<file path="src/rtl/shared_irq_latch_sel.sv">
module shared_irq_latch_sel #(
  parameter int NLVL = 3
) (
  input  logic            clk,
  input  logic            rst_n,
  input  logic [NLVL-1:0] req_first,
  input  logic [NLVL-1:0] req_second,
  input  logic [NLVL-1:0] ack_clr,
  input  logic [NLVL-1:0] sw_clr,
  input  logic            sel_we,
  input  logic [7:0]      sel_wdata,
  output logic [7:0]      sel_rdata,
  output logic [NLVL-1:0] pending
);

  logic [NLVL-1:0] sel_q, pend_q;
  logic [NLVL-1:0] gated, clr;

  assign gated = (req_first & ~sel_q) | (req_second & sel_q);
  assign clr   = ack_clr | sw_clr;

  always_ff @(posedge clk) begin
    if (!rst_n) sel_q <= '0;
    else if (sel_we) sel_q <= {sel_wdata[0], sel_wdata[1], sel_wdata[6]};
  end

  always_ff @(posedge clk) begin
    if (!rst_n) pend_q <= '0;
    else pend_q <= (pend_q & ~clr) | gated;
  end

  assign sel_rdata = {1'b0, sel_q[0], 4'b0000, sel_q[1], sel_q[2]};
  assign pending   = pend_q;

  assert_sel_hold_R11: assert property (@(posedge clk) disable iff (!rst_n)
    !sel_we |=> $stable(sel_rdata));

  assert_sel_write_R2: assert property (@(posedge clk) disable iff (!rst_n)
    sel_we |=> (sel_rdata == ($past(sel_wdata) & 8'h43)));

  for (genvar i = 0; i < NLVL; i++) begin : g_chk
    assert_set_wins_R9: assert property (@(posedge clk) disable iff (!rst_n)
      ((req_first[i] && !sel_q[i]) || (req_second[i] && sel_q[i])) |=> pending[i]);

    assert_drop_unsel_R5: assert property (@(posedge clk) disable iff (!rst_n)
      (!pending[i] && !(sel_q[i] ? req_second[i] : req_first[i])) |=> !pending[i]);

    assert_hold_R6: assert property (@(posedge clk) disable iff (!rst_n)
      (pending[i] && !ack_clr[i] && !sw_clr[i]) |=> pending[i]);

    assert_clear_R7: assert property (@(posedge clk) disable iff (!rst_n)
      (pending[i] && (ack_clr[i] || sw_clr[i]) && !req_first[i] && !req_second[i]) |=> !pending[i]);
  end

endmodule

</file>
<file path="config.mk">
export PLATFORM = sky130hd
export DESIGN_NAME = shared_irq_latch_sel
export DESIGN_NICKNAME = d
export VERILOG_FILES = /design/src/rtl/shared_irq_latch_sel.sv
export SDC_FILE = /design/constraint.sdc
export NUM_CORES = 1
export LEC_CHECK = 0
export BUFFER_PORTS_ARGS = -buffer_cell sky130_fd_sc_hd__buf_2
export CAP_MARGIN = 25
export CORE_AREA = 2 2 39 41
export CTS_BUF_LIST = sky130_fd_sc_hd__clkbuf_4 sky130_fd_sc_hd__clkbuf_8
export DETAILED_ROUTE_END_ITERATION = 8
export DIE_AREA = 0 0 41 43
export MAX_ROUTING_LAYER = met4
export PLACE_DENSITY = 0.54
export SETUP_SLACK_MARGIN = 0.5
export SYNTH_ARGS = -nofsm -noshare
export SYNTH_HDL_FRONTEND = slang
export SYNTH_SLANG_ARGS = --single-unit
export TNS_END_PERCENT = 50
</file>
<file path="constraint.sdc">
create_clock -name clk -period 1.07 [get_ports clk]
set_input_delay 0.321 -clock clk [delete_from_list [all_inputs] [get_ports clk]]
set_output_delay 0.321 -clock clk [all_outputs]
set_load 0.01 [all_outputs]
</file>
==> results.md <==
- Outcome: finished, final reports clean
- Hold Path Sink: pending[2]
- CTS Buf Count: 3
- Min-delay src: ack_clr[2]
- Commonest cells after routing, fill and taps aside: buf_2, mux2i_1, buf_6, dfxtp_2, conb_1
- Final hold vios: 0
- Initial DRC count: 0
- Dpl cells: 65
- Max-cap viol count: 0
- Antenna Violating Nets Remaining: 0
- Met1 Resource Use GR: 0.0836
- Synth warn: 0
- Startpoint Class: flip-flop
- Reg clk slew, reported paths: 50 ps
- Fill count: 146
- Hold WS: 336 ps
- WL final: 648 um
- Vias in the first global route: 285
- Final setup violation count: 0
- Final period demand of the worst path: 992 ps
- Critical Path RT: 750 ps
- Avg WL per Cell: 9.13 um
- Buf+Inv Stages, Crit Path: 1
- Critical Path End Type: output pin
- Mapped Cells: 27
- GRT Total Usage: 0.0957
- Total grt overflow: 0
- Via/cell ratio: 3.97
- Post-Layout Cell Count: 71
- Largest net degree at the start of global routing: 7
- Critical path depth in cells: 1
- Peak VDD IR: 0.344 mV
- HPWL after detailed placement: 485 um
- Worst r2r dst: pending[2]
- DRT Pass-1 Iters: 1
- Most Crowded Layer GR: met2
- Post-synthesis cell area: 289 um2
- Max frequency: 1010 MHz
- Core footprint: 1380 um2
- PwrDens: 1180 nW/um2
- Crit-path max FO: 2
- Starting Density: 0.209
- Family with the most delay on the worst path: flip-flops
- Antenna violations before repair: 0
- GR met3 Demand/Resource: 0.0471
- Io pins: 34
- TNS Setup: 0 ps
- Total Nets Final: 80
- M2 GR Usage: 0.144
- R2R depth: 2
- Worst Skew: 3.35 ps
- Full die area: 1760 um2
- TritonCTS clock tree: built
- CP max stage delay: 320 ps
- Util after Layout: 0.355
- Register area share after synthesis: 0.416
- Avg Synthesized Cell Area: 10.7 um2
- CTS H-tree depth: 1
- Hold Path Class: in -> reg
- Unique masters post-synth: 7
- Worst Path Arrival: 670 ps
- Post-route DRC: 0
- CTS sink count: 6
- RD Place Congestion: 0.596
- Worst skew pair latency: 240 ps
- Total power draw: 0.000579 W
- Crit path cell chain: buf_6
- First-pass GRT wire length: 1020 um
- Most common cell after layout, fill and taps aside: buf_2
- Final Max Slew Viols: 0
- Die height: 43 um
- CTS root buf: clkbuf_4
- Die span in x: 41 um
- Via count: 282
- Layout area overhead: 70.1%
- LEAKAGE: 0.247 nW
- Port Buffers: 23
- Hold Path Depth: 3
- Post-synthesis register bit count: 6
- Final period utilization: 0.927
- R2R setup slack: 210 ps
- RSZ-0062 raised after global routing: true
- Fraction of layout cells with a size suffix above 1: 0.636
- RR Startpoint: pending[2]
- Max clock buf depth: 2
- Site Rows: 14
- Diode count: 0
- Crit Path Class: reg -> out
- CP max stage cell: dfxtp_2
stage by stage:
stage	worst slack (ps)	area, um2
2_1_floorplan	215	308
3_3_place_gp	85.7	405
6_report	77.8	492
4_1_cts	68.1	492
3_5_place_dp	81.3	405
5_1_grt	44.5	492
worst min-delay path, cell delays in order:
cell	delay, ps
buf_2	70
or3b_1	90
a21boi_1	50
power by group:
part | switching (W) | total [W] | leakage, nW | internal [W]
logic | 0.0000456 | 0.000122 | 0.182 | 0.0000760
clock network | 0.0000783 | 0.000205 | 0.0138 | 0.000127
registers | 0.00000994 | 0.000253 | 0.0516 | 0.000243
total | 0.000134 | 0.000579 | 0.247 | 0.000446
synth_stat cells:
library cell | count | area [um2]
nor2b_1 | 3 | 18.8
a21boi_1 | 3 | 22.5
or3b_1 | 3 | 26.3
dfxtp_1 | 6 | 120
mux2i_1 | 6 | 60.1
conb_1 | 1 | 3.75
buf_4 | 5 | 37.5
layout make-up:
cell class | count | area [um2] | share of cell area
multi-input cells | 20 | 146 | 0.298
clock buffers | 3 | 22.5 | 0.0458
repair buffers | 26 | 175 | 0.356
well taps | 16 | 20.0 | 0.0407
flip-flops and latches | 6 | 128 | 0.260
registers in the layout, summed over array words and instances (netlist names):
register,cells
sel_q,3
pending,3
routing by layer:
metal,wire length (um),part of all wire
met1,232,0.36
met4,0,0
met5,0,0
met3,60,0.093
met2,355,0.55
how the worst max path moves through the flow:
stage              start           end
2_1_floorplan  sw_clr[0]    pending[0]
3_3_place_gp   sw_clr[2]    pending[2]
3_5_place_dp   sw_clr[0]    pending[0]
4_1_cts         sel_q[0]  sel_rdata[6]
5_1_grt         sel_q[1]  sel_rdata[1]
6_report        sel_q[1]  sel_rdata[1]
kinds of logic after synthesis:
group | synth area share
flip-flops | 0.416
buffers and inverters | 0.130
AND/OR/NAND/NOR | 0.156
multiplexers | 0.208
AO/OA/AOI/OAI | 0.0779
other | 0.0130
repair_timing:
action                                  in CTS  in global routing
pin swaps                                    0                  0
buffers inserted                             3                  0
hold buffers                                 0                  0
endpoints found under the setup margin      12                 12
gates resized for setup                      9                  0
(Power assumes the default switching activity.)
